--- src/rtl/chirp_pd_pkg.sv ---
package chirp_pd_pkg;

  // Controller phases of the pair detector.
  typedef enum logic [1:0] {
    ST_HUNT   = 2'd0,  // waiting for the noise gate on the down stream
    ST_CLIMB  = 2'd1,  // following the rising down correlation
    ST_SEARCH = 2'd2   // window around the nominal up-chirp position
  } pd_state_e;

endpackage

--- src/rtl/cpd_cfar_gate.sv ---
module cpd_cfar_gate #(
  parameter int MAG_W       = 12,
  parameter int REF_CELLS   = 8,
  parameter int GUARD_CELLS = 2,
  parameter int SCALE_W     = 8,
  parameter int SCALE_FRAC  = 4
) (
  input  logic               clk,
  input  logic               rst,
  input  logic               strobe,
  input  logic [MAG_W-1:0]   cut,
  input  logic [SCALE_W-1:0] scale,
  output logic               armed,
  output logic               hit
);

  localparam int DEPTH = GUARD_CELLS + REF_CELLS;
  localparam int SUM_W = MAG_W + $clog2(REF_CELLS + 1);
  localparam int CNT_W = $clog2(DEPTH + 1);
  localparam int CMP_W = SUM_W + SCALE_W + SCALE_FRAC;

  logic [MAG_W-1:0] taps [DEPTH];
  logic [MAG_W-1:0] enter_v;
  logic [MAG_W-1:0] leave_v;
  logic [SUM_W-1:0] ref_sum;
  logic [CNT_W-1:0] fill;
  logic [CMP_W-1:0] cut_scaled;
  logic [CMP_W-1:0] noise_scaled;

  // The sample that crosses from the guard zone into the reference zone.
  generate
    if (GUARD_CELLS == 0) begin : g_no_guard
      assign enter_v = cut;
    end else begin : g_guard
      assign enter_v = taps[GUARD_CELLS-1];
    end
  endgenerate

  assign leave_v = taps[DEPTH-1];

  always_ff @(posedge clk) begin
    if (rst) begin
      for (int k = 0; k < DEPTH; k++) taps[k] <= '0;
      ref_sum <= '0;
      fill    <= '0;
    end else if (strobe) begin
      taps[0] <= cut;
      for (int k = 1; k < DEPTH; k++) taps[k] <= taps[k-1];
      ref_sum <= ref_sum + SUM_W'(enter_v) - SUM_W'(leave_v);
      if (fill != CNT_W'(DEPTH)) fill <= fill + 1'b1;
    end
  end

  assign armed        = (fill == CNT_W'(DEPTH));
  assign cut_scaled   = (CMP_W'(cut) * CMP_W'(REF_CELLS)) << SCALE_FRAC;
  assign noise_scaled = CMP_W'(ref_sum) * CMP_W'(scale);
  assign hit          = armed && (cut_scaled > noise_scaled);

endmodule

--- src/rtl/cpd_window_max.sv ---
module cpd_window_max #(
  parameter int MAG_W = 12,
  parameter int OFF_W = 7
) (
  input  logic             clk,
  input  logic             rst,
  input  logic             clear,
  input  logic             sample_en,
  input  logic             in_win,
  input  logic [MAG_W-1:0] mag,
  input  logic [OFF_W-1:0] off,
  output logic             best_any,
  output logic [MAG_W-1:0] best_mag,
  output logic [OFF_W-1:0] best_off
);

  logic             held_any;
  logic [MAG_W-1:0] held_mag;
  logic [OFF_W-1:0] held_off;
  logic             take;

  // Strictly greater keeps the earliest sample on a tie.
  assign take = sample_en && in_win && (!held_any || (mag > held_mag));

  always_ff @(posedge clk) begin
    if (rst || clear) begin
      held_any <= 1'b0;
      held_mag <= '0;
      held_off <= '0;
    end else if (take) begin
      held_any <= 1'b1;
      held_mag <= mag;
      held_off <= off;
    end
  end

  // The current sample is merged in so a decision in the last slot sees it.
  assign best_any = held_any || take;
  assign best_mag = take ? mag : held_mag;
  assign best_off = take ? off : held_off;

endmodule

--- src/rtl/cpd_ratio_check.sv ---
module cpd_ratio_check #(
  parameter int MAG_W   = 12,
  parameter int RATIO_W = 8
) (
  input  logic [MAG_W-1:0]   peak_a,
  input  logic [MAG_W-1:0]   peak_b,
  input  logic [RATIO_W-1:0] ratio,
  output logic               pass
);

  localparam int P_W = MAG_W + RATIO_W;

  logic [MAG_W-1:0] lo_pk;
  logic [MAG_W-1:0] hi_pk;
  logic [P_W-1:0]   lo_scaled;
  logic [P_W-1:0]   hi_scaled;

  assign lo_pk     = (peak_a < peak_b) ? peak_a : peak_b;
  assign hi_pk     = (peak_a < peak_b) ? peak_b : peak_a;
  assign lo_scaled = {lo_pk, {RATIO_W{1'b0}}};
  assign hi_scaled = P_W'(ratio) * P_W'(hi_pk);
  assign pass      = (lo_scaled >= hi_scaled);

endmodule

--- src/rtl/chirp_pair_detector.sv ---
module chirp_pair_detector
  import chirp_pd_pkg::*;
#(
  parameter int MAG_W       = 12,
  parameter int REF_CELLS   = 8,
  parameter int GUARD_CELLS = 2,
  parameter int SCALE_W     = 8,
  parameter int SCALE_FRAC  = 4,
  parameter int RATIO_W     = 8,
  parameter int WIN_W       = 4,
  parameter int SPACING     = 32,
  parameter int IDX_W       = 16,
  parameter int OFF_W       = $clog2(SPACING + (1 << WIN_W) + 1) + 1
) (
  input  logic                    clk,
  input  logic                    rst,
  input  logic                    in_valid,
  input  logic [MAG_W-1:0]        dn_mag,
  input  logic [MAG_W-1:0]        up_mag,
  input  logic [SCALE_W-1:0]      cfg_scale,
  input  logic [RATIO_W-1:0]      cfg_ratio,
  input  logic [WIN_W-1:0]        cfg_win,
  output logic                    det_valid,
  output logic [IDX_W-1:0]        det_time,
  output logic signed [OFF_W-1:0] det_cfo
);

  // SPACING must exceed 2**WIN_W + 1 so the window never starts before offset 2.

  pd_state_e        state;
  logic [IDX_W-1:0] sample_idx;
  logic [MAG_W-1:0] pk_mag;
  logic [IDX_W-1:0] pk_pos;
  logic [OFF_W-1:0] rel_off;

  logic             cfar_armed;
  logic             cfar_hit;
  logic             in_search;
  logic [OFF_W-1:0] win_lo;
  logic [OFF_W-1:0] win_hi;
  logic             in_win;
  logic             at_end;
  logic             best_any;
  logic [MAG_W-1:0] best_mag;
  logic [OFF_W-1:0] best_off;
  logic             ratio_ok;
  logic             accept;
  logic signed [OFF_W-1:0] spacing_dev;

  cpd_cfar_gate #(
    .MAG_W       (MAG_W),
    .REF_CELLS   (REF_CELLS),
    .GUARD_CELLS (GUARD_CELLS),
    .SCALE_W     (SCALE_W),
    .SCALE_FRAC  (SCALE_FRAC)
  ) u_cfar (
    .clk    (clk),
    .rst    (rst),
    .strobe (in_valid),
    .cut    (dn_mag),
    .scale  (cfg_scale),
    .armed  (cfar_armed),
    .hit    (cfar_hit)
  );

  assign in_search = (state == ST_SEARCH);
  assign win_lo    = OFF_W'(SPACING) - OFF_W'(cfg_win);
  assign win_hi    = OFF_W'(SPACING) + OFF_W'(cfg_win);
  assign in_win    = in_search && (rel_off >= win_lo) && (rel_off <= win_hi);
  assign at_end    = in_search && (rel_off == win_hi);

  cpd_window_max #(
    .MAG_W (MAG_W),
    .OFF_W (OFF_W)
  ) u_wmax (
    .clk       (clk),
    .rst       (rst),
    .clear     (!in_search),
    .sample_en (in_valid),
    .in_win    (in_win),
    .mag       (up_mag),
    .off       (rel_off),
    .best_any  (best_any),
    .best_mag  (best_mag),
    .best_off  (best_off)
  );

  cpd_ratio_check #(
    .MAG_W   (MAG_W),
    .RATIO_W (RATIO_W)
  ) u_ratio (
    .peak_a (pk_mag),
    .peak_b (best_mag),
    .ratio  (cfg_ratio),
    .pass   (ratio_ok)
  );

  assign accept      = in_valid && at_end && best_any && ratio_ok;
  assign spacing_dev = $signed(best_off - OFF_W'(SPACING));

  always_ff @(posedge clk) begin
    if (rst) begin
      state      <= ST_HUNT;
      sample_idx <= '0;
      pk_mag     <= '0;
      pk_pos     <= '0;
      rel_off    <= '0;
      det_valid  <= 1'b0;
      det_time   <= '0;
      det_cfo    <= '0;
    end else begin
      det_valid <= 1'b0;
      if (in_valid) begin
        sample_idx <= sample_idx + 1'b1;
        unique case (state)
          ST_HUNT: begin
            if (cfar_hit) begin
              state  <= ST_CLIMB;
              pk_mag <= dn_mag;
              pk_pos <= sample_idx;
            end
          end
          ST_CLIMB: begin
            if (dn_mag > pk_mag) begin
              pk_mag <= dn_mag;
              pk_pos <= sample_idx;
            end else begin
              // This sample sits at offset 1; the next one is at offset 2.
              state   <= ST_SEARCH;
              rel_off <= OFF_W'(2);
            end
          end
          ST_SEARCH: begin
            rel_off <= rel_off + 1'b1;
            if (at_end) begin
              state <= ST_HUNT;
              if (accept) begin
                det_valid <= 1'b1;
                det_time  <= pk_pos + IDX_W'(best_off >> 1);
                det_cfo   <= spacing_dev >>> 1;
              end
            end
          end
          default: state <= ST_HUNT;
        endcase
      end
    end
  end

endmodule

--- config.mk ---
export PLATFORM = sky130hd
export DESIGN_NAME = chirp_pair_detector
export DESIGN_NICKNAME = d
export VERILOG_FILES = /design/src/rtl/chirp_pd_pkg.sv /design/src/rtl/cpd_cfar_gate.sv /design/src/rtl/cpd_window_max.sv /design/src/rtl/cpd_ratio_check.sv /design/src/rtl/chirp_pair_detector.sv
export SDC_FILE = /design/constraint.sdc
export NUM_CORES = 1
export LEC_CHECK = 0
export BUFFER_PORTS_ARGS = -buffer_cell sky130_fd_sc_hd__buf_2
export CELL_PAD_IN_SITES_DETAIL_PLACEMENT = 1
export CELL_PAD_IN_SITES_GLOBAL_PLACEMENT = 1
export CORE_ASPECT_RATIO = 0.9
export CORE_UTILIZATION = 50
export DETAILED_ROUTE_END_ITERATION = 10
export PLACE_DENSITY = 0.83
export REMOVE_ABC_BUFFERS = 1
export SLEW_MARGIN = 10
export SYNTH_ARGS = -nofsm -noshare
export SYNTH_HDL_FRONTEND = slang
export SYNTH_SLANG_ARGS = --single-unit
--- constraint.sdc ---
create_clock -name clk -period 15.7 [get_ports clk]
set_input_delay 2.355 -clock clk [delete_from_list [all_inputs] [get_ports clk]]
set_output_delay 2.355 -clock clk [all_outputs]
set_load 0.03 [all_outputs]
* Word level (Yosys, flattened, before mapping)
Memories as Yosys holds them, arrays and structs flattened.
Cells that the tools add are included.
Widths: inputs -> output; s select.
** Storage, ports and cells
- Bits in writable memories :: 120
- Logic and storage cells :: 109
- Register bits after elaboration :: 116
- Memories kept :: 1
** Memory list
- u_cfar.taps :: words 10, bits a word 12, rd ports 10, clocked after Yosys merged registers in 0, wr ports 10, RTL line cpd_cfar_gate.sv:22 : logic [MAG_W-1:0] taps [DEPTH];
** Operators by class
- $mul :: 2
- Eq/ne operators :: 9
- Add/sub/neg operators :: 9
- Bitwise gates (word level) :: 13
- Multiplexer cells :: 32
- Order comparisons :: 7
- Reductions and logical operators :: 23
** Operator list (number)
- $mux 12 :: 15
- $mux 16 :: 2
- $pmux 16 s2 :: 1
- $gt 12x12->1 :: 2
- $gt 19x24->1 :: 1
- $mul 16x8->24 :: 1
- $pmux 12 s2 :: 1
- $ge 20x20->1 :: 1
- $mul 8x12->20 :: 1
- $add 16x1->16 const B :: 1
- $add 16x12->16 :: 1
- $add 16x6->16 :: 1
- $sub 16x12->16 :: 1
- $mux 7 :: 2
- $pmux 7 s2 :: 1
- $lt 12x12->1 :: 1
- $reduce_and 4->1 :: 3
- $or 1x1->1 :: 10
- $logic_and 1x1->1 :: 9
- $add 6x4->7 const A :: 1
- $add 7x1->7 const B :: 1
- $eq 7x7->1 :: 1
- $ge 7x7->1 :: 1
- $le 7x7->1 :: 1
- other kinds (20) :: 35

* Logic depth before layout (Yosys ltp)
Gate-level depths: netlist (run 1).
- Word-level depth :: 13
- Mapped depth :: 48
- Depth with buffers taken out :: 45

* Hierarchy
Synthesis (run 1) repeated with hierarchy kept, for this count alone.
** Unflattened totals
- Cells, all modules :: 2143
- Area total of the unflattened synthesis :: 20409.6 um^2
** By module, submodules not included
- cpd_cfar_gate :: area an instance 10617.7 um^2, seq. area each 4003.8 um^2, cells an instance 980, instances 1
- cpd_ratio_check :: area an instance 4107.7 um^2, seq. area each 0.0 um^2, cells an instance 476, instances 1
- chirp_pair_detector :: area an instance 3987.6 um^2, seq. area each 1521.5 um^2, cells an instance 463, instances 1
- cpd_window_max :: area an instance 1696.6 um^2, seq. area each 400.4 um^2, cells an instance 224, instances 1

* Least setup slack after synthesis (run 1)
No wires, ideal clock.
- Kind :: input to register
- From :: in cfg_win[0]
- To :: reg det_cfo[5]
- Slack :: 3.181 ns
- Arrival time :: 12.433 ns
- Setup time :: 0.086 ns
- Cell stages on the path :: 46
- Cells stage by stage :: inv_1 > ha_1 > xor2_1 > ha_1 > nand2_1 > o21ai_1 > a31oi_1 > or4_1 > or2_1 > buf_2 > buf_6 > mux2_2 > inv_1 > ha_1 > a2111oi_0 > o21ai_0 > a221oi_2 > nand3_1 > [... 10 more ...] > ha_1 > and3_1 > a21oi_1 > o21ai_0 > or4_1 > nand2_1 > o2111ai_1 > a21oi_1 > xor2_1 > ha_1 > nand4b_1 > nor3_1 > o2111ai_1 > a211oi_1 > o211a_1 > buf_2 > nor3_1 > a211oi_1
** Between the ends
- Cells in the longest elaborated chain, start to end :: 13
- Elaborated cells on any way between the ends :: 23
- Those cells by class :: add/sub (3); mul (1); order compare (4); eq/ne (1); mux (4); reduce/logical (10)
** RTL lines
- start, declared :: RTL line chirp_pair_detector.sv:22 : input logic [WIN_W-1:0] cfg_win,
- $sub 6x4->7 :: RTL line chirp_pair_detector.sv:67 : assign win_lo = OFF_W'(SPACING) - OFF_W'(cfg_win);
- $ge 7x7->1 :: RTL line chirp_pair_detector.sv:69 : assign in_win = in_search && (rel_off >= win_lo) && (rel_off <= win_hi);
- $logic_and 1x1->1 (2 in a row) :: RTL line chirp_pair_detector.sv:69
- $logic_and 1x1->1 (2 in a row) :: RTL line cpd_window_max.sv:23 : assign take = sample_en && in_win && (!held_any || (mag > held_mag));
- $mux 12 :: RTL line cpd_window_max.sv:39 : assign best_mag = take ? mag : held_mag;
- $lt 12x12->1 :: RTL line cpd_ratio_check.sv:18, cpd_ratio_check.sv:19
- $mux 12 :: RTL line cpd_ratio_check.sv:19 : assign hi_pk = (peak_a < peak_b) ? peak_b : peak_a;
- $mul 8x12->20 :: RTL line cpd_ratio_check.sv:21 : assign hi_scaled = P_W'(ratio) * P_W'(hi_pk);
- $ge 20x20->1 :: RTL line cpd_ratio_check.sv:22 : assign pass = (lo_scaled >= hi_scaled);
- $logic_and 1x1->1 :: RTL line chirp_pair_detector.sv:98 : assign accept = in_valid && at_end && best_any && ratio_ok;
- $reduce_and 4->1 (no source line)
- end signal, assigned :: RTL line chirp_pair_detector.sv:140 : det_cfo <= spacing_dev >>> 1;
- end, declared :: RTL line chirp_pair_detector.sv:25 : output logic signed [OFF_W-1:0] det_cfo
Several ways; a longest one is shown, not always the timed one.
A chain may end at the register's enable or synchronous reset.

* Worst setup path after layout (run 1)
- From :: in up_mag[1]
- To :: reg det_time[1]
** Between the ends
- Cells in the longest elaborated chain, start to end :: 10
- Elaborated cells on any way between the ends :: 15
- Those cells by class :: add/sub (1); mul (1); order compare (3); mux (4); reduce/logical (6)
** RTL lines
- start, declared :: RTL line chirp_pair_detector.sv:19 : input logic [MAG_W-1:0] up_mag,
- $gt 12x12->1 :: RTL line cpd_window_max.sv:23
- $logic_or 1x1->1 :: RTL line cpd_window_max.sv:23
- $logic_and 1x1->1 :: RTL line cpd_window_max.sv:23
- $mux 12 :: RTL line cpd_window_max.sv:39
- $lt 12x12->1 :: RTL line cpd_ratio_check.sv:18, cpd_ratio_check.sv:19
- $mux 12 :: RTL line cpd_ratio_check.sv:19
- $mul 8x12->20 :: RTL line cpd_ratio_check.sv:21
- $ge 20x20->1 :: RTL line cpd_ratio_check.sv:22
- $logic_and 1x1->1 :: RTL line chirp_pair_detector.sv:98
- $reduce_and 4->1 (no source line)
- end signal, assigned :: RTL line chirp_pair_detector.sv:139 : det_time <= pk_pos + IDX_W'(best_off >> 1);
- end, declared :: RTL line chirp_pair_detector.sv:24 : output logic [IDX_W-1:0] det_time,
Several ways; a longest one is shown, not always the timed one.

==> metrics.yaml, run 1 <==
detailed_routing:
  wl_mm: 49.9
  vias: 14200
  wl_met1_mm: 22.7
  viasPerCell: 5.59
  routed.top_layer: "met4"
  ant_nets: 0
  drt_iter0_drc: 725
  drc_errors: 0
  wl_met3_mm: 1.71
  drt_pass1_iterations: 5
  met2_length_mm: 24.5
  avgRoutedWirePerCell_um: 19.7
synth:
  synth-edff-count: 120
  synth_top_area_cell: "edfxtp_1"
  yosys_warnings: 0
  ys_seq_area_frac: 0.307
  synth_seq_cells: 235
  yosysMostFrequentCell: "inv_1"
  syn_inst: 2000
  async_flop_share: 0
  synth_area_leaders: "edfxtp_1 19%, fa_1 16%, dfxtp_1 12%"
  synthTopCellsByCount: "285 x inv_1, 181 x and2_1, 179 x ha_1, 157 x fa_1, 121 x nand2_1"
  yosys.cell_types.count: 64
  netlist_area_um2: 19200
  synth.avg_cell_area_um2: 9.62
  synth_top_cell_area_share: 0.187
  synth_ff_type: "edfxtp_1"
floorplan:
  initial_utilization: 0.512
  dieArea_um2: 39300
  die_h_um: 188
  fp-row-count: 67
  fp.coreArea_um2: 37600
  die_w_um: 209
  ios: 71
timing:
  fmax_mhz: 69.6
  post-route-period-util: 0.915
  skew_ns: 0.0186
  setup_viol: 0
  slew_headroom: 0.339
  whs_ns: 0.461
  maxSlewViolCount: 0
  rsz0062_at_grt: "no"
  worst_pin_slew_ns: 0.964
  setup-tns-final_ns: 0
  period_needed_ns: 14.37
  final_hold_viol_count: 0
place:
  port_buffers: 70
  routabilityCongestion: 0.899
  post-dp-hpwl_mm: 38.0
  place_area_um2: 19900
cts:
  clk_pin_slew_worst_paths_ns: 0.06
  clk_path_buf_depth: 3
  hold_buffers: 0
  clock-sinks: 235
  cts_tree: "yes"
  cts.htree.levels: 1
  numCtsBuffers: 27
  post_cts_buffers: 0
  cts-root-buf: "clkbuf_16"
  clk_latency_ns: 0.55
  cts_resized: 0
layout:
  fillers: 4210
  design_area_um2: 20900
  diodes: 0
  nets: 2412
  syn_to_final_growth_pct: 8.44
  final_layout_size_suffix_gt1_frac: 0.0776
  multi_input_area_um2: 11900
  register_area_um2: 5910
grt:
  grt_max_degree: 121
  grt_pass1_wl_mm: 82.2
  antenna_found_initial: 0
  grt_usage: 0.260
  grt_pass1_vias: 15600
  grt_overflow: 0
power:
  p_total_uw: 2710
  peakVddDrop_uv: 81.4
  powerDensity_nw_per_um2: 130
  leakage_uw: 0.00961
setup_path:
  worstSetupPathType: "in2reg"
  cp-end-kind: "register"
  cp-start-kind: "input pin"
  worstReg2RegStart: "u_wmax.held_mag[1]$_SDFF_PP0_"
  cp.arrival_ns: 14.81
  cpPeakStageDelay_ns: 0.78
  r2r_slack_ns: 2.80
  cp_max_fo: 23
  cp_slowest_cell: "mux2i_1"
  crit_required_ns: 16.14
  reg2reg_depth: 42
  r2r_end: "det_time[1]$_SDFFE_PP0P_"
  startpoint: "up_mag[1]"
job:
  maxCapViolCount: 0
hold_path:
  hold_depth: 2
  hp-start: "det_time[5]$_SDFFE_PP0P_"
  hold_end: "det_time[5]$_SDFFE_PP0P_"
  min_path_type: "reg2reg"
status:
  outcome: "finished clean"
-- per-layer routing --
| layer | global-route usage | up-vias |
|---|---|---|
| li1 | - | 6670 |
| met1 | 0.356 | 7172 |
| met2 | 0.450 | 264 |
| met3 | 0.0209 | 63 |
| met4 | 0.0577 | 0 |
| met5 | 0 | - |
-- metrics by stage --
stage | utilization | setup WS (ns) | cells
finish | 0.555 | 1.33 | 2533
global route | 0.555 | 0.499 | 2533
CTS | 0.555 | 1.49 | 2532
detailed placement | 0.531 | 1.07 | 2482
global placement | 0.531 | 1.61 | 2482
floorplan | - | 2.24 | 1919
-- worst max-delay path by stage --
stage | to | slack, ns | cells past startpoint
after detailed placement | det_time[15]$_SDFFE_PP0P_ | 1.07 | 44
final | det_time[1]$_SDFFE_PP0P_ | 1.33 | 42
after CTS | det_time[15]$_SDFFE_PP0P_ | 1.49 | 44
after floorplan | det_time[2]$_SDFFE_PP0P_ | 2.24 | 41
after global routing | det_time[1]$_SDFFE_PP0P_ | 0.50 | 42
after global placement | det_time[5]$_SDFFE_PP0P_ | 1.61 | 46
-- critical path: cells and delay by family --
family / cells / cell delay (ns)
mux: 2 / 1.20
compound gates: 16 / 5.08
buf+inv: 5 / 0.69
fa+ha+maj: 8 / 3.27
simple gates: 10 / 2.07
xor+xnor: 1 / 0.11
-- cell usage in the layout (no fill, tap or decap), drive strengths merged, types with 12 or more instances in the layout --
cell,synthesis,routed
a21o,26,26
and3,19,19
a22o,30,30
nand3,38,38
buf,19,81
nand2b,23,23
nor2b,97,97
fa,157,157
o21a,17,17
mux2i,26,26
nor2,105,105
a21oi,80,80
a211oi,22,22
nor3,36,36
mux2,13,13
dfxtp,115,115
clkinv,0,12
nand2,122,122
nand4,20,20
edfxtp,120,120
inv,285,286
xor2,40,40
xnor2,33,33
o21ai,49,49
and2,181,181
ha,179,179
clkbuf,62,32
-- cell type report --
class	instances	share of cell area
Tap cell	483	0.0290
Clock buffer	32	0.0338
Sequential cell	235	0.283
Clock inverter	18	0.00924
Inverter	285	0.0514
Timing Repair Buffer	81	0.0211
Multi-Input combinational cell	1399	0.572
-- registers in the layout (all words and copies together), names as in the netlist, 7 cells and up --
signal	count
sample_idx	16
u_cfar.taps	120
pk_mag	12
u_cfar.ref_sum	16
rel_off	7
u_wmax.held_mag	12
pk_pos	16
det_time	16
-- cell families (layout without fill, tap and decap cells) --
logic type,Yosys count,in the layout,synth area share
flops,235,235,0.307
xor+xnor,73,73,0.0332
mux,39,39,0.0227
buf+inv,366,416,0.0730
simple gates,669,669,0.185
compound gates,282,282,0.0989
fa+ha+maj,336,336,0.280
-- where the power goes --
part | switching (uW) | internal (uW)
Clock | 267 | 373
Sequential | 52.6 | 681
Combinational | 783 | 554
Total | 1100 | 1610
No activity file was read; power rests on OpenSTA's default activity.
==> run 2: changes to the inputs <==
==> constraint.sdc (replaced) <==
create_clock -name clk -period 15.7 [get_ports clk]
set_input_delay 1.57 -clock clk [delete_from_list [all_inputs] [get_ports clk]]
set_output_delay 1.57 -clock clk [all_outputs]
set_load 0.03 [all_outputs]
==> metrics.yaml, run 2 (synthesized netlist as in run 1, its figures left out) <==
power:
  peakVddDrop_uv: 73.9  # was 81.4 uV
  internal_power_uw: 1600  # was 1610 uW
  powerDensity_nw_per_um2: 130  # about the same
  combinationalPowerShare: 0.496  # was 0.493
  p_sw_frac: 0.406  # was 0.407
  netSwitchingPower_uw: 1100  # about the same
  clockPowerShare: 0.233  # was 0.236
  p_seq_frac: 0.271  # about the same
  leakage_uw: 0.00959  # was 0.00961 uW
timing:
  period_needed_ns: 13.85  # was 14.37 ns
  fmax_mhz: 72.2  # was 69.6 MHz
  worst_pin_slew_ns: 1.04  # was 0.964 ns
  post-route-period-util: 0.882  # was 0.915
  rsz0062_at_grt: "no"  # unchanged
  maxSlewViolCount: 0  # unchanged
  skew_ns: 0.0148  # was 0.0186 ns
  slew_headroom: 0.287  # was 0.339
  setup-tns-final_ns: 0  # unchanged
  final_hold_viol_count: 0  # unchanged
  setup_viol: 0  # unchanged
setup_path:
  startpoint: "up_mag[7]"  # was up_mag[1]
  cp-end-kind: "register"  # unchanged
  worstReg2RegStart: "u_wmax.held_mag[7]$_SDFF_PP0_"  # was u_wmax.held_mag[1]$_SDFF_PP0_
  cp_slowest_cell: "mux2i_1"  # unchanged
  cp-start-kind: "input pin"  # unchanged
  r2r_end: "det_time[0]$_SDFFE_PP0P_"  # was det_time[1]$_SDFFE_PP0P_
  worstSetupPathType: "in2reg"  # unchanged
  cp-endpoint: "det_time[0]$_SDFFE_PP0P_"  # was det_time[1]$_SDFFE_PP0P_
  cp.arrival_ns: 14.32  # was 14.81 ns
  reg2reg_depth: 41  # was 42
  cp_max_fo: 21  # was 23
  r2r_slack_ns: 2.57  # was 2.80 ns
  cpPeakStageDelay_ns: 0.74  # was 0.78 ns
  crit_required_ns: 16.17  # was 16.14 ns
hold_path:
  min_path_type: "reg2reg"  # unchanged
  hp-start: "det_time[3]$_SDFFE_PP0P_"  # was det_time[5]$_SDFFE_PP0P_
floorplan:
  die_w_um: 209  # unchanged
  initial_utilization: 0.512  # unchanged
  fp.coreArea_um2: 37600  # unchanged
  dieArea_um2: 39300  # unchanged
  die_h_um: 188  # unchanged
  ios: 71  # unchanged
  fp-row-count: 67  # unchanged
layout:
  layoutNonFillerInstCount: 2530  # was 2533
  syn_to_final_growth_pct: 8.29  # was 8.44%
  largest_reg_flops: 120  # unchanged
  nets: 2410  # was 2412
  multi_input_area_um2: 11900  # about the same
  fillers: 4237  # was 4210
  diodes: 0  # unchanged
  register_area_um2: 5910  # unchanged
  regMostFlops: "u_cfar.taps"  # unchanged
  final_layout_size_suffix_gt1_frac: 0.0762  # was 0.0776
  final_cell_mix: "284 x inv_1, 181 x and2_1, 179 x ha_1, 157 x fa_1, 121 x nand2_1"  # unchanged
  final_common_cell: "inv_1"  # unchanged
grt:
  grt_overflow: 0  # unchanged
  grt_usage: 0.263  # was 0.260
  grt_pass1_vias: 15800  # was 15600
  grt_use_met2: 0.460  # was 0.450
  grt_max_degree: 90  # was 121
  grt_use_met3: 0.0276  # was 0.0209
  grt_busiest_layer: "met2"  # unchanged
  antenna_found_initial: 0  # unchanged
  use_met1: 0.348  # was 0.356
  grt_pass1_wl_mm: 83.2  # was 82.2 mm
cts:
  clk_latency_ns: 0.56  # was 0.55 ns
  numCtsBuffers: 26  # was 27
  clock-sinks: 235  # unchanged
  hold_buffers: 0  # unchanged
  clk_pin_slew_worst_paths_ns: 0.06  # about the same
  cts_tree: "yes"  # unchanged
  cts.htree.levels: 1  # unchanged
  clk_path_buf_depth: 3  # unchanged
  cts-root-buf: "clkbuf_16"  # unchanged
  cts_resized: 0  # unchanged
  post_cts_buffers: 0  # unchanged
detailed_routing:
  vias: 14200  # about the same
  drc_errors: 0  # unchanged
  ant_nets: 0  # unchanged
  wl_mm: 49.9  # about the same
  viasPerCell: 5.61  # was 5.59
  avgRoutedWirePerCell_um: 19.7  # about the same
  drt_iter0_drc: 667  # was 725
  drt_pass1_iterations: 5  # unchanged
job:
  maxCapViolCount: 0  # unchanged
place:
  routabilityCongestion: 0.892  # was 0.899
  post-dp-hpwl_mm: 38.5  # was 38.0 mm
  port_buffers: 70  # unchanged
  place_inst: 2482  # unchanged
status:
  outcome: "finished clean"  # unchanged
==> run 2: cell types whose count changed in the layout (fill, tap and decap cells not counted), sizes merged <==
cell	before	now
clkinvlp	2	1
clkbuf	32	34
inv	286	285
buf	81	80
clkinv	12	10
==> run 2: layer usage <==
metal	routed length (um)	up-vias
met5	0	-
li1	-	6672
met1	22200	7152
met3	1940	76
met4	1110	0
met2	24700	289
==> run 2: how the worst min path moves through the flow <==
stage / end / cells past startpoint
floorplan: pk_pos[10]$_SDFFE_PP0P_ / 1
global placement: det_time[3]$_SDFFE_PP0P_ / 2
detailed placement: det_time[3]$_SDFFE_PP0P_ / 2
CTS: det_time[3]$_SDFFE_PP0P_ / 2
global route: det_time[3]$_SDFFE_PP0P_ / 2
finish: det_time[3]$_SDFFE_PP0P_ / 2
==> run 2: cell type report <==
type,instances,share of cell area
clock buffer,34,0.0341
clock inverter,14,0.00829
inverter,285,0.0515
multi-input combinational,1399,0.573
sequential,235,0.283
tap,483,0.0290
timing repair buffer,80,0.0204
==> run 2: power by group through the flow <==
stage	sequential (uW)	combinational [uW]	clock, uW
after CTS	732	1330	641
after detailed placement	744	1310	0
after floorplan	719	943	0
after global placement	742	1220	0
after global routing	738	1510	662
final	732	1340	629
==> run 2: stage by stage <==
stage | area, um^2 | util | hold WS (ns) | total power (uW) | setup WS [ns]
2_1_floorplan | 18900 | - | 0.442 | 1660 | 3.02
3_3_place_gp | 19900 | 0.531 | 0.451 | 1970 | 2.18
3_5_place_dp | 19900 | 0.531 | 0.462 | 2050 | 1.56
4_1_cts | 20800 | 0.555 | 0.468 | 2710 | 2.04
5_1_grt | 20800 | 0.555 | 0.490 | 2910 | 1.01
6_report | 20800 | 0.555 | 0.470 | 2700 | 1.85
==> run 2: critical path, delay by kind of cell <==
| kind | cells | cell delay [ns] |
|---|---|---|
| compound gates | 16 | 5.14 |
| simple gates | 9 | 2.32 |
| xor+xnor | 1 | 0.11 |
| fa+ha+maj | 8 | 3.28 |
| mux | 2 | 1.19 |
| buf+inv | 5 | 0.68 |
==> run 3: changes to the inputs <==
--- a/config.mk
+++ b/config.mk
@@ -5,11 +5,12 @@
 export SDC_FILE = /design/constraint.sdc
 export NUM_CORES = 1
 export LEC_CHECK = 0
+export ABC_AREA = 1
 export BUFFER_PORTS_ARGS = -buffer_cell sky130_fd_sc_hd__buf_2
 export CELL_PAD_IN_SITES_DETAIL_PLACEMENT = 1
 export CELL_PAD_IN_SITES_GLOBAL_PLACEMENT = 1
 export CORE_ASPECT_RATIO = 0.9
-export CORE_UTILIZATION = 50
+export CORE_UTILIZATION = 48
 export DETAILED_ROUTE_END_ITERATION = 10
 export PLACE_DENSITY = 0.83
 export REMOVE_ABC_BUFFERS = 1
==> metrics.yaml, run 3 <==
status:
  outcome: "finished clean"  # unchanged
detailed_routing:
  drt_pass1_iterations: 5  # unchanged
  avgRoutedWirePerCell_um: 16.8  # was 19.7 um
  ant_nets: 0  # unchanged
  drt_iter0_drc: 747  # was 667
  drc_errors: 0  # unchanged
  viasPerCell: 5.19  # was 5.61
  wl_mm: 50.5  # was 49.9 mm
  vias: 15600  # was 14200
layout:
  final_core_util: 0.528  # was 0.555
  regMostFlops: "u_cfar.taps"  # unchanged
  final_layout_size_suffix_gt1_frac: 0.0625  # was 0.0762
  syn_to_final_growth_pct: 8.05  # was 8.29%
  largest_reg_flops: 120  # unchanged
  nets: 2843  # was 2410
  final_common_cell: "inv_1"  # unchanged
  final_cell_mix: "540 x inv_1, 412 x nand2_1, 360 x nor2_1, 179 x ha_1, 157 x fa_1"  # was 284 x inv_1, 181 x and2_1, 179 x ha_1, 157 x fa_1, 121 x nand2_1
  fillers: 4910  # was 4237
cts:
  cts.htree.levels: 1  # unchanged
  numCtsBuffers: 27  # was 26
  cts_tree: "yes"  # unchanged
  clk_latency_ns: 0.56  # about the same
  hold_buffers: 0  # unchanged
  clk_path_buf_depth: 3  # unchanged
  cts_resized: 0  # unchanged
  clock-sinks: 235  # unchanged
  clk_pin_slew_worst_paths_ns: 0.06  # about the same
  post_cts_buffers: 0  # unchanged
  cts-root-buf: "clkbuf_16"  # unchanged
grt:
  grt_overflow: 0  # unchanged
  grt_usage: 0.253  # was 0.263
  grt_pass1_wl_mm: 84.2  # was 83.2 mm
  grt_pass1_vias: 16800  # was 15800
  antenna_found_initial: 2  # was 0
  grt_max_degree: 100  # was 90
synth:
  yosys.cell_types.count: 53  # was 64
  synth_ff_type: "edfxtp_1"  # unchanged
  async_flop_share: 0  # unchanged
  ys_seq_area_frac: 0.304  # was 0.307
  yosys_warnings: 0  # unchanged
  syn_inst: 2437  # was 2000
  synthTopCellsByCount: "541 x inv_1, 412 x nand2_1, 360 x nor2_1, 179 x ha_1, 157 x fa_1"  # was 285 x inv_1, 181 x and2_1, 179 x ha_1, 157 x fa_1, 121 x nand2_1
  synth_top_cell_area_share: 0.186  # was 0.187
  synth_seq_cells: 235  # unchanged
  netlist_area_um2: 19400  # was 19200 um^2
  yosysMostFrequentCell: "inv_1"  # unchanged
  synth-edff-count: 120  # unchanged
  synth_area_leaders: "edfxtp_1 19%, fa_1 16%, dfxtp_1 12%"  # unchanged
  synth_top_area_cell: "edfxtp_1"  # unchanged
  synth.avg_cell_area_um2: 7.97  # was 9.62 um^2
timing:
  skew_ns: 0.0310  # was 0.0148 ns
  post-route-period-util: 0.786  # was 0.882
  slew_headroom: 0.308  # was 0.287
  final_hold_viol_count: 0  # unchanged
  setup-tns-final_ns: 0  # unchanged
  setup_viol: 0  # unchanged
  worst_pin_slew_ns: 1.04  # about the same
  period_needed_ns: 12.34  # was 13.85 ns
  fmax_mhz: 81.1  # was 72.2 MHz
  rsz0062_at_grt: "no"  # unchanged
  maxSlewViolCount: 0  # unchanged
power:
  internal_power_uw: 1660  # was 1600 uW
  combinationalPowerShare: 0.551  # was 0.496
  peakVddDrop_uv: 103  # was 73.9 uV
  netSwitchingPower_uw: 1390  # was 1100 uW
  powerDensity_nw_per_um2: 145  # was 130 nW/um^2
  p_sw_frac: 0.455  # was 0.406
  clockPowerShare: 0.202  # was 0.233
  leakage_uw: 0.0108  # was 0.00959 uW
  p_seq_frac: 0.247  # was 0.271
setup_path:
  critical_path.top_delay_family: "simple AND/OR/NAND/NOR gates"  # was compound AO/OA/AOI/OAI gates
  cp_common_cell: "nand2_1"
  cp_slowest_cell: "o21ai_0"  # was mux2i_1
  cp_max_fo: 46  # was 21
  worstSetupPathType: "in2reg"  # unchanged
  cp-start-kind: "input pin"  # unchanged
  cp.arrival_ns: 12.81  # was 14.32 ns
  cp-end-kind: "register"  # unchanged
  crit_required_ns: 16.17  # about the same
  cpPeakStageDelay_ns: 0.70  # was 0.74 ns
  critPathBufInv: 5  # unchanged
job:
  maxCapViolCount: 0  # unchanged
floorplan:
  fp-row-count: 69  # was 67
  die_w_um: 214  # was 209 um
  dieArea_um2: 41300  # was 39300 um^2
  initial_utilization: 0.489  # was 0.512
  die_h_um: 193  # was 188 um
  ios: 71  # unchanged
  fp.coreArea_um2: 39700  # was 37600 um^2
place:
  port_buffers: 70  # unchanged
  routabilityCongestion: 0.895  # was 0.892
  post-dp-hpwl_mm: 39.5  # was 38.5 mm
hold_path:
  min_path_type: "reg2reg"  # unchanged
-- run 3: changes by cell type after synthesis, sizes merged, moves of 22 or more --
cell	change
nand2	+297
inv	+262
nor2	+258
and2	-179
nor2b	-97
a21oi	+50
o21ai	+43
a22o	-29
mux2i	-26
a21o	-23
nand2b	-23
nor3	-22
-- run 3: layout make-up --
cell class                 instances  area, um^2  share of cell area
inverter                         552        2080              0.0989
tap                              532         666              0.0317
clock inverter                    11        93.8             0.00447
sequential                       235        5910               0.281
clock buffer                      39         752              0.0358
multi-input combinational       1568       11100               0.529
timing repair buffer              76         395              0.0188
antenna                            1        2.50            0.000119
-- run 3: worst register-to-register path, delay by kind of cell, from the launching register on --
| kind | cells | cell delay [ns] |
|---|---|---|
| AND/OR/NAND/NOR | 29 | 3.73 |
| XOR/XNOR | 1 | 0.16 |
| AO/OA/AOI/OAI | 11 | 2.64 |
| buffers and inverters | 6 | 0.93 |
| adder cells (fa/ha/maj) | 8 | 3.36 |
| flip-flops | 1 | 0.32 |
-- run 3: metrics by stage --
stage / hold WS, ns / std cells / cell area (um^2) / total power, uW / worst slack (ns)
after floorplan: 0.430 / 2355 / 19100 / 1940 / 5.01
after global placement: 0.456 / 2963 / 20100 / 2340 / 3.60
after detailed placement: 0.451 / 2963 / 20100 / 2430 / 2.90
after CTS: 0.474 / 3013 / 21000 / 3070 / 3.40
after global routing: 0.492 / 3013 / 21000 / 3320 / 2.44
final: 0.475 / 3014 / 21000 / 3050 / 3.36
-- run 3: metal layers --
layer | GRT usage | wire length, um | up-vias
met1 | 0.335 | 23000 | 7740
met5 | 0 | 11 | -
met2 | 0.439 | 24400 | 279
met4 | 0.0573 | 869 | 2
met3 | 0.0345 | 2190 | 68
li1 | - | - | 7550
-- run 3: worst paths after layout --
path                                        from  depth (start not counted)                        to  slack, ns
setup / recovery                      cfg_win[0]                         55   det_cfo[4]$_SDFFE_PP0P_       3.36
hold / removal          det_time[7]$_SDFFE_PP0P_                          2  det_time[7]$_SDFFE_PP0P_       0.48
setup reg to reg  u_wmax.held_mag[11]$_SDFF_PP0_                         55   det_cfo[4]$_SDFFE_PP0P_       4.47
hold reg to reg         det_time[7]$_SDFFE_PP0P_                          2  det_time[7]$_SDFFE_PP0P_       0.48
-- run 3: power by group through the flow --
stage | Sequential, uW | Combinational [uW] | Clock [uW]
finish | 753 | 1680 | 614
global route | 757 | 1910 | 654
CTS | 752 | 1690 | 629
detailed placement | 764 | 1660 | 0
global placement | 762 | 1570 | 0
floorplan | 730 | 1210 | 0
-- run 3: kinds of logic (layout without fill, tap and decap cells) --
family,Yosys count,after routing,share of synthesized area
XOR/XNOR,51,51,0.0230
other,0,1,0
AO/OA/AOI/OAI,283,283,0.0822
flip-flops,235,235,0.304
buffers and inverters,634,678,0.125
adder cells (fa/ha/maj),336,336,0.277
AND/OR/NAND/NOR,898,898,0.188
